### src/rtl/sfix_pkg.sv
package sfix_pkg;
  typedef enum logic [2:0] {
    S_IDLE,
    S_FIX_CHK,
    S_FIX_WR,
    S_SCAN_RD,
    S_SCAN_ACC,
    S_FILL
  } sfix_st_e;
endpackage

### src/rtl/sfix_loc_sel.sv
module sfix_loc_sel #(
  parameter int IDX_W     = 13,
  parameter int N_IDX     = 8,
  parameter int SECT_BITS = 4096,
  localparam int KW       = $clog2(N_IDX)
) (
  input  logic [IDX_W*N_IDX-1:0] vec_i,
  input  logic [KW-1:0]          sel_i,
  output logic [IDX_W-1:0]       pos_o,
  output logic                   in_rng_o
);
  logic [IDX_W-1:0] idx [N_IDX];

  for (genvar g = 0; g < N_IDX; g++) begin : g_unpack
    assign idx[g] = vec_i[g*IDX_W +: IDX_W] ^ IDX_W'(3);
  end

  assign pos_o    = idx[sel_i];
  assign in_rng_o = 32'(pos_o) < SECT_BITS;
endmodule

### src/rtl/sfix_zcount.sv
module sfix_zcount #(
  parameter int W  = 8,
  localparam int ZW = $clog2(W+1)
) (
  input  logic [W-1:0]  d_i,
  output logic [ZW-1:0] z_o
);
  always_comb begin
    z_o = '0;
    for (int i = 0; i < W; i++) z_o = z_o + ZW'(!d_i[i]);
  end
endmodule

### src/rtl/sector_fix_engine.sv
module sector_fix_engine #(
  parameter int SECT_BYTES = 512,
  parameter int ECC_BYTES  = 13,
  parameter int IDX_W      = 13,
  parameter int N_IDX      = 8,
  parameter int MAX_FIX    = 8,
  localparam int AW        = $clog2(SECT_BYTES),
  localparam int ECC_W     = ECC_BYTES*8,
  localparam int VEC_W     = IDX_W*N_IDX,
  localparam int CW        = 4
) (
  input  logic             clk_i,
  input  logic             rst_ni,
  input  logic             start_i,
  input  logic [31:0]      loc_w0_i,
  input  logic [31:0]      loc_w1_i,
  input  logic [31:0]      loc_w2_i,
  input  logic [31:0]      stat_i,
  input  logic [ECC_W-1:0] ecc_i,
  output logic [AW-1:0]    mem_addr_o,
  output logic             mem_rd_o,
  output logic             mem_wr_o,
  output logic [7:0]       mem_wdata_o,
  input  logic [7:0]       mem_rdata_i,
  output logic             done_o,
  output logic [CW-1:0]    fixed_cnt_o,
  output logic             fail_o
);
  import sfix_pkg::*;

  localparam int SECT_BITS = SECT_BYTES*8;
  localparam int KW        = $clog2(N_IDX);
  localparam int EZW       = $clog2(ECC_W+1);
  localparam int TW        = 8;
  localparam logic [CW-1:0] MAX_C = CW'(MAX_FIX);
  localparam logic [TW-1:0] MAX_T = TW'(MAX_FIX);
  localparam logic [AW-1:0] LAST  = AW'(SECT_BYTES-1);

  sfix_st_e        st_q;
  logic [CW-1:0]   cnt_q, k_q, nfix_q, dz_q;
  logic [VEC_W-1:0] vec_q;
  logic [TW-1:0]   tot_q;
  logic [AW-1:0]   addr_q;
  logic            busy;

  logic [VEC_W-1:0] vec_in;
  logic [CW-1:0]    cnt_in;
  logic [IDX_W-1:0] pos;
  logic             in_rng;
  logic [EZW-1:0]   ecc_z;
  logic [3:0]       byte_z;
  logic [TW-1:0]    tot_nxt;
  logic [CW:0]      dz_nxt;

  assign vec_in = VEC_W'({stat_i[23:16], loc_w2_i, loc_w1_i, loc_w0_i});
  assign cnt_in = stat_i[13:10];
  assign busy   = st_q != S_IDLE;

  sfix_loc_sel #(.IDX_W(IDX_W), .N_IDX(N_IDX), .SECT_BITS(SECT_BITS)) u_sel (
    .vec_i   (vec_q),
    .sel_i   (k_q[KW-1:0]),
    .pos_o   (pos),
    .in_rng_o(in_rng)
  );

  sfix_zcount #(.W(ECC_W)) u_ecc_z (.d_i(ecc_i), .z_o(ecc_z));
  sfix_zcount #(.W(8))     u_byte_z (.d_i(mem_rdata_i), .z_o(byte_z));

  assign tot_nxt = tot_q + TW'(byte_z);
  assign dz_nxt  = {1'b0, dz_q} + (CW+1)'(byte_z);

  // RAM port
  always_comb begin
    mem_rd_o    = (st_q == S_FIX_CHK && k_q != cnt_q && in_rng) || st_q == S_SCAN_RD;
    mem_wr_o    = st_q == S_FIX_WR || st_q == S_FILL;
    mem_addr_o  = (st_q == S_FIX_CHK || st_q == S_FIX_WR) ? pos[3 +: AW] : addr_q;
    mem_wdata_o = (st_q == S_FIX_WR) ? (mem_rdata_i ^ (8'h01 << pos[2:0])) : 8'hFF;
  end

  always_ff @(posedge clk_i or negedge rst_ni) begin
    if (!rst_ni) begin
      st_q        <= S_IDLE;
      cnt_q       <= '0;
      k_q         <= '0;
      nfix_q      <= '0;
      dz_q        <= '0;
      vec_q       <= '0;
      tot_q       <= '0;
      addr_q      <= '0;
      done_o      <= 1'b0;
      fixed_cnt_o <= '0;
      fail_o      <= 1'b0;
    end else begin
      done_o <= 1'b0;
      unique case (st_q)
        S_IDLE: if (start_i) begin
          cnt_q  <= cnt_in;
          vec_q  <= vec_in;
          k_q    <= '0;
          nfix_q <= '0;
          dz_q   <= '0;
          addr_q <= '0;
          tot_q  <= TW'(ecc_z);
          if (cnt_in == '0) begin
            done_o <= 1'b1; fixed_cnt_o <= '0; fail_o <= 1'b0;
          end else if (cnt_in <= MAX_C) begin
            st_q <= S_FIX_CHK;
          end else if (TW'(ecc_z) > MAX_T) begin
            done_o <= 1'b1; fixed_cnt_o <= '0; fail_o <= 1'b1;
          end else begin
            st_q <= S_SCAN_RD;
          end
        end
        S_FIX_CHK: begin
          if (k_q == cnt_q) begin
            done_o <= 1'b1; fixed_cnt_o <= nfix_q; fail_o <= 1'b0;
            st_q   <= S_IDLE;
          end else if (in_rng) begin
            st_q <= S_FIX_WR;
          end else begin
            k_q <= k_q + 1'b1;
          end
        end
        S_FIX_WR: begin
          nfix_q <= nfix_q + 1'b1;
          k_q    <= k_q + 1'b1;
          st_q   <= S_FIX_CHK;
        end
        S_SCAN_RD: st_q <= S_SCAN_ACC;
        S_SCAN_ACC: begin
          tot_q <= tot_nxt;
          dz_q  <= dz_nxt[CW-1:0];
          if (tot_nxt > MAX_T) begin
            done_o <= 1'b1; fixed_cnt_o <= '0; fail_o <= 1'b1;
            st_q   <= S_IDLE;
          end else if (addr_q == LAST) begin
            if (dz_nxt == '0) begin
              done_o <= 1'b1; fixed_cnt_o <= '0; fail_o <= 1'b0;
              st_q   <= S_IDLE;
            end else begin
              addr_q <= '0;
              st_q   <= S_FILL;
            end
          end else begin
            addr_q <= addr_q + 1'b1;
            st_q   <= S_SCAN_RD;
          end
        end
        S_FILL: begin
          addr_q <= addr_q + 1'b1;
          if (addr_q == LAST) begin
            done_o <= 1'b1; fixed_cnt_o <= dz_q; fail_o <= 1'b0;
            st_q   <= S_IDLE;
          end
        end
        default: st_q <= S_IDLE;
      endcase
    end
  end
endmodule

### config.mk
export PLATFORM = sky130hd
export DESIGN_NAME = sector_fix_engine
export DESIGN_NICKNAME = d
export VERILOG_FILES = /design/src/rtl/sfix_pkg.sv /design/src/rtl/sfix_loc_sel.sv /design/src/rtl/sfix_zcount.sv /design/src/rtl/sector_fix_engine.sv
export SDC_FILE = /design/constraint.sdc
export NUM_CORES = 1
export LEC_CHECK = 0
export CAP_MARGIN = 20
export CORE_UTILIZATION = 46
export CTS_CLUSTER_SIZE = 10
export DETAILED_ROUTE_END_ITERATION = 12
export PLACE_DENSITY = 0.79
export SYNTH_ARGS = -nofsm -noshare
export SYNTH_HDL_FRONTEND = slang
export SYNTH_SLANG_ARGS = --single-unit
### constraint.sdc
create_clock -name clk_i -period 2.9 [get_ports clk_i]
set_input_delay 0.29 -clock clk_i [delete_from_list [all_inputs] [get_ports clk_i]]
set_output_delay 0.29 -clock clk_i [all_outputs]
set_load 0.03 [all_outputs]
== Yosys cells after proc, flatten, opt, wreduce, memory -nomap -nowiden ==
Index checks and enable logic that the tools add are counted.

* Bitwise operators: 10
* Multiplexer cells: 59
* Equality and inequality tests: 22
* Shift-type cells: 1
* $lt $le $gt $ge: 5
* Add/sub/neg operators: 115
* Reduce and logical (&&, ||, !) cells: 132

{| class="wikitable"
|+ Operators with widths
! operator !! number
|-
| $add A7 B1 Y7 || 102
|-
| $logic_not A1 Y1 || 112
|-
| $mux W4 || 12
|-
| $mux W9 || 5
|-
| $bmux W13 S3 || 1
|-
| $mux W3 || 10
|-
| $pmux W9 S3 || 1
|-
| $mux W13 || 2
|-
| $add A4 B1 Y4 || 6
|-
| $mux W1 || 18
|-
| $ne A3 B3 Y1 const B || 6
|-
| $pmux W3 S6 || 1
|-
| $mux W8 || 2
|-
| $not A2 Y2 || 8
|-
| $pmux W4 S2 || 2
|-
| $pmux W4 S4 || 1
|-
| $pmux W8 S2 || 1
|-
| $lt A13 B13 Y1 const B || 1
|-
| $pmux W4 S3 || 1
|-
| $ne A2 B2 Y1 const B || 5
|-
| $add A9 B1 Y9 const B || 1
|-
| $eq A9 B9 Y1 const B || 1
|-
| $add A4 B1 Y4 const B || 2
|-
| $add A8 B4 Y8 || 1
|-
| 29 further kinds || 42
|}

* Bits of input ports: 243
* Bits in registers: 146

== Longest topological paths before layout ==
Gate-level depths: netlist of run 1.

* Depth after elaboration: 110
* Depth in mapped cells: 25
* Depth with buffers taken out: 25

== Cells and area by module ==
Synthesis of run 1 repeated with hierarchy kept, for this count alone.

* Cell total of the unflattened synthesis: 1,139
* Area total of the unflattened synthesis: 10,662.7 um^2

{| class="wikitable"
|+ Modules (own cells, without submodules)
! module !! seq. area each (um^2) !! cells an instance !! instances !! area an instance (um^2)
|-
| sector_fix_engine || 3,653.5 || 772 || 1 || 6,750.2
|-
| sfix_zcount (u_ecc_z) || 0.0 || 299 || 1 || 2,861.5
|-
| sfix_loc_sel || 0.0 || 47 || 1 || 872.1
|-
| sfix_zcount (u_byte_z) || 0.0 || 21 || 1 || 178.9
|}

== Least setup slack after synthesis of run 1 ==
OpenSTA, ideal clock, no wires.

* Path type: input to register
* Start point: input port ecc_i[0]
* End point: register fixed_cnt_o[0]
* Library setup time: 125 ps
* Stages on the path: 19
* Setup slack: -4,685 ps
* Arrival: 7,461 ps
* Cell sequence: inv_1 ha_1 fa_1 fa_1 fa_1 fa_1 fa_1 fa_1 fa_1 fa_1 fa_1 fa_1 fa_1 a211oi_1 nor4b_1 nand4b_1 nor4_2 o21ba_2 mux2_2

* Word-level cells in the longest chain between the ends: 107

{| class="wikitable"
|+ Ends and longest elaborated chain
! what !! line !! source
|-
| start, declared || sector_fix_engine.sv:19 || <nowiki>input logic [ECC_W-1:0] ecc_i,</nowiki>
|-
| $logic_not A1 Y1 || sfix_zcount.sv:10 || <nowiki>for (int i = 0; i < W; i++) z_o = z_o + ZW'(!d_i[i]);</nowiki>
|-
| $add A1 B1 Y2 || sfix_zcount.sv:10 ||
|-
| $add A7 B1 Y7 (102 in a row) || sfix_zcount.sv:10 ||
|-
| $gt A7 B4 Y1 || sector_fix_engine.sv:108 || <nowiki>end else if (TW'(ecc_z) > MAX_T) begin</nowiki>
|-
| $ne A3 B3 Y1 (no source line) || - ||
|-
| $reduce_and A8 Y1 (no source line) || - ||
|-
| end signal, assigned || sector_fix_engine.sv:105 || <nowiki>done_o <= 1'b1; fixed_cnt_o <= '0; fail_o <= 1'b0;</nowiki>
|-
| end signal, assigned || sector_fix_engine.sv:109 || <nowiki>done_o <= 1'b1; fixed_cnt_o <= '0; fail_o <= 1'b1;</nowiki>
|-
| end signal, assigned || sector_fix_engine.sv:116 || <nowiki>done_o <= 1'b1; fixed_cnt_o <= nfix_q; fail_o <= 1'b0;</nowiki>
|-
| end, declared || sector_fix_engine.sv:26 || <nowiki>output logic [CW-1:0] fixed_cnt_o,</nowiki>
|}

Every way passes these cells.
A chain may end at the register's enable or synchronous reset.

== Worst setup path after layout of run 1 ==
* Start point: input port ecc_i[13]
* End point: register fixed_cnt_o[3]

* Word-level cells in the longest chain between the ends: 95

{| class="wikitable"
|+ Ends and longest elaborated chain
! what !! line
|-
| $logic_not A1 Y1 || sfix_zcount.sv:10
|-
| $add A7 B1 Y7 (91 in a row) || sfix_zcount.sv:10
|-
| $gt A7 B4 Y1 || sector_fix_engine.sv:108
|-
| $ne A3 B3 Y1 (no source line) || -
|-
| $reduce_and A8 Y1 (no source line) || -
|}

Every way passes these cells.

==> results_dict.tcl, run 1 <==
set metrics [dict create \
    status "complete, but fails checks" \
    violations "setup timing" \
    portBuffers 247 \
    finalSetupViolations 29 \
    stdcell_area_sq_um 15100 \
    synth_edf_count 0 \
    hpwlAfterDp_um 21100 \
    syn_to_final_growth_pct 42.2 \
    core_sq_um 22600 \
    drive_above_1_share_pct 33.7 \
    stdcell_count 1546 \
    num_io_pins 268 \
    min_path_type "input port to flip-flop" \
    synthDominantCellAreaShare_pct 34.4 \
    crit_path_end_kind "flip-flop" \
    synth_cells 925 \
    synth_most_common_cell "inv_1" \
    drcViolationCount 0 \
    cts_sinks 146 \
    hold_depth 2 \
    critPathArrivalTime_ps 7390 \
    fmax_mhz 141 \
    synth_area_per_cell_sq_um 11.5 \
    h-tree-depth 4 \
    cts_root_buf "clkbuf_16" \
    die_w_um 154 \
    regToRegSetupSlack_ps 30 \
    grt_use_total_pct 23.5 \
    ys_types 60 \
    start_util_pct 46.9 \
    grt_pass1_wl_um 43100 \
    numCtsBuffers 17 \
    antenna_found_initial 4 \
    fillers 1663 \
    ys_seq_elements 146 \
    wl_per_cell_um 17.4 \
    grt_overflow 0 \
    synth_area_leader_cell "dfrtp_1" \
    rows 55 \
    reg2reg_depth 10 \
    criticalPathCategory "input port to flip-flop" \
    final.setup.worst_slack_ps -4180 \
    finalCriticalPeriod_ps 7080 \
    vias 7985 \
    clock-skew-final_ps 12.6 \
    ys_seq_area_share_pct 34.4 \
    fin_crit_sh_pct 244 \
    slew_headroom_pct 46.6 \
    synth_area_sq_um 10600 \
    clk_path_buf_depth 2 \
    routabilityCongestion 0.877 \
    cp.required_ps 3210 \
    clkLatencyLatePin_ps 430 \
    die_area_sq_um 23700 \
    critPathMaxFanout 5 \
    drt_iter0_markers 335 \
    nets 1620 \
    synth.net_count 1300 \
    hold_ws_ps 465 \
    yosys-top-cells-area "dfrtp_1, fa_1, mux2_2, inv_1, mux4_2" \
    cts_tree "built" \
    grt_max_degree 84 \
    clk_pin_slew_ps 70 \
    ys.flop_type "dfrtp_1" \
    viasPerCell 5.16 \
    grt_pass1_vias 8537 \
    min_to "vec_q[83]" \
    yosys-top-cells-count "inv_1, dfrtp_1, mux2_2" \
    post_dp_cell_area_sq_um 14100 \
    worst_pin_slew_ps 801 \
    rsz0062_at_grt "yes" \
    dr.pass1.iters 4 \
    final_util_pct 66.7 \
    maxCapViolCount 0 \
    r2r_start "dz_q[0]" \
    drv_slew 0 \
    synth_warnings 0 \
    r2r-end "fixed_cnt_o[3]" \
    hold_path_startpoint "loc_w2_i[19]" \
    synthArstFlopShare_pct 100 \
    die_y_um 154 \
    drt-total-wl_um 26800 \
    ant_nets 0 \
    startpoint_type "input port" \
    placed_cells 1496 \
    hold_violations 0 \
]
stage by stage:
step | setup WS (ps) | TNS (ps)
after floorplan | -4220 | -72450
after global placement | -4960 | -96290
after detailed placement | -5100 | -98240
after CTS | -4110 | -70000
after global routing | -4370 | -75290
final | -4180 | -70830
flip-flops by register name (all words and copies together) (netlist names):
signal / count
fixed_cnt_o: 4
cnt_q: 4
addr_q: 9
k_q: 4
dz_q: 4
vec_q: 104
tot_q: 8
nfix_q: 4
done_o: 1
st_q: 3
fail_o: 1
cells in the final DEF (no fill, tap or decap), drive strengths merged, types with 19 or more instances in the layout:
cell           instances
a21oi                 24
buf                  132
clkbuf                21
clkdlybuf4s50        171
dfrtp                146
dlygate4sd2           22
fa                    98
ha                    34
inv                  191
mux2                 114
mux2i                 19
mux4                  26
nand2                 29
nor2                  44
o21ai                 28
logic make-up (layout without fill, tap and decap cells):
group	after synthesis	in the layout	synth area share [%]
AO/OA/AOI/OAI	104	104	6.91
XOR/XNOR	21	21	1.73
adder cells (fa/ha/maj)	132	132	22.5
buffers and inverters	218	551	8.05
flip-flops	146	146	34.4
multiplexers	159	159	19.4
other	0	3	0
AND/OR/NAND/NOR	145	145	7.08
routing by layer:
| layer | track usage, % | share of wire, % | up-vias |
|---|---|---|---|
| met5 | 0 | 0.041 | - |
| met4 | 8.19 | 2.5 | 2 |
| met3 | 4.45 | 3.6 | 45 |
| met2 | 39.7 | 52 | 181 |
| met1 | 30.2 | 42 | 4038 |
| li1 | - | - | 3719 |
worst max-delay path by stage:
stage                     cells after the start       from        endpoint  slack, ps
after CTS                                    23  ecc_i[13]  fixed_cnt_o[3]      -4110
after floorplan                              22  ecc_i[13]  fixed_cnt_o[0]      -4220
final                                        23  ecc_i[13]  fixed_cnt_o[3]      -4180
after global placement                       23  ecc_i[13]  fixed_cnt_o[1]      -4960
after global routing                         23  ecc_i[13]  fixed_cnt_o[3]      -4370
after detailed placement                     23  ecc_i[13]  fixed_cnt_o[0]      -5100
worst max-delay path, cell delays in order:
cell and delay (ps):
buf_8 80, inv_8 20, fa_1 540, inv_2 40
fa_1 510, inv_1 50, fa_1 510, fa_1 460
fa_1 530, inv_1 50, fa_1 490, inv_2 40
fa_1 510, fa_1 420, fa_1 460, fa_2 380
fa_2 430, a211oi_4 280, nor4b_2 80, nand4b_1 250
nor4_4 410, o21ba_4 240, mux2_4 300
what timing repair did:
action	CTS	global route
hold buffers	1	0
buffers inserted	6	10
pin swaps	51	29
gates cloned	0	1
hold endpoints to repair	80	0
resized for setup	179	65
endpoints found under the setup margin	32	34
layout make-up:
cell class	instances	area [sq um]	share of cell area (%)
Sequential cell	146	3660	24.2
Antenna cell	3	7.51	0.0497
Multi-Input combinational cell	561	6590	43.6
Tap cell	285	357	2.36
Clock buffer	17	425	2.82
Timing Repair Buffer	338	3180	21.0
Clock inverter	15	185	1.23
Inverter	181	704	4.66
Power of run 1 is left out: the tool's default activity adds up to more than one toggle a clock period on the data nets, which glitch-free logic cannot reach.
==> run 2, diff against run 1 <==
Settings changed: CAP_MARGIN 20 to not set.
==> results of run 2 <==
The final DEF is identical to that of run 1; final timing and power are the same.
Power of run 2 is left out for the same reason.
==> run 3, diff against run 2 <==
Settings changed: SLEW_MARGIN set to 0.
==> results of run 3 <==
The final DEF is identical to that of run 1; final timing and power are the same.
Power of run 3 is left out for the same reason.
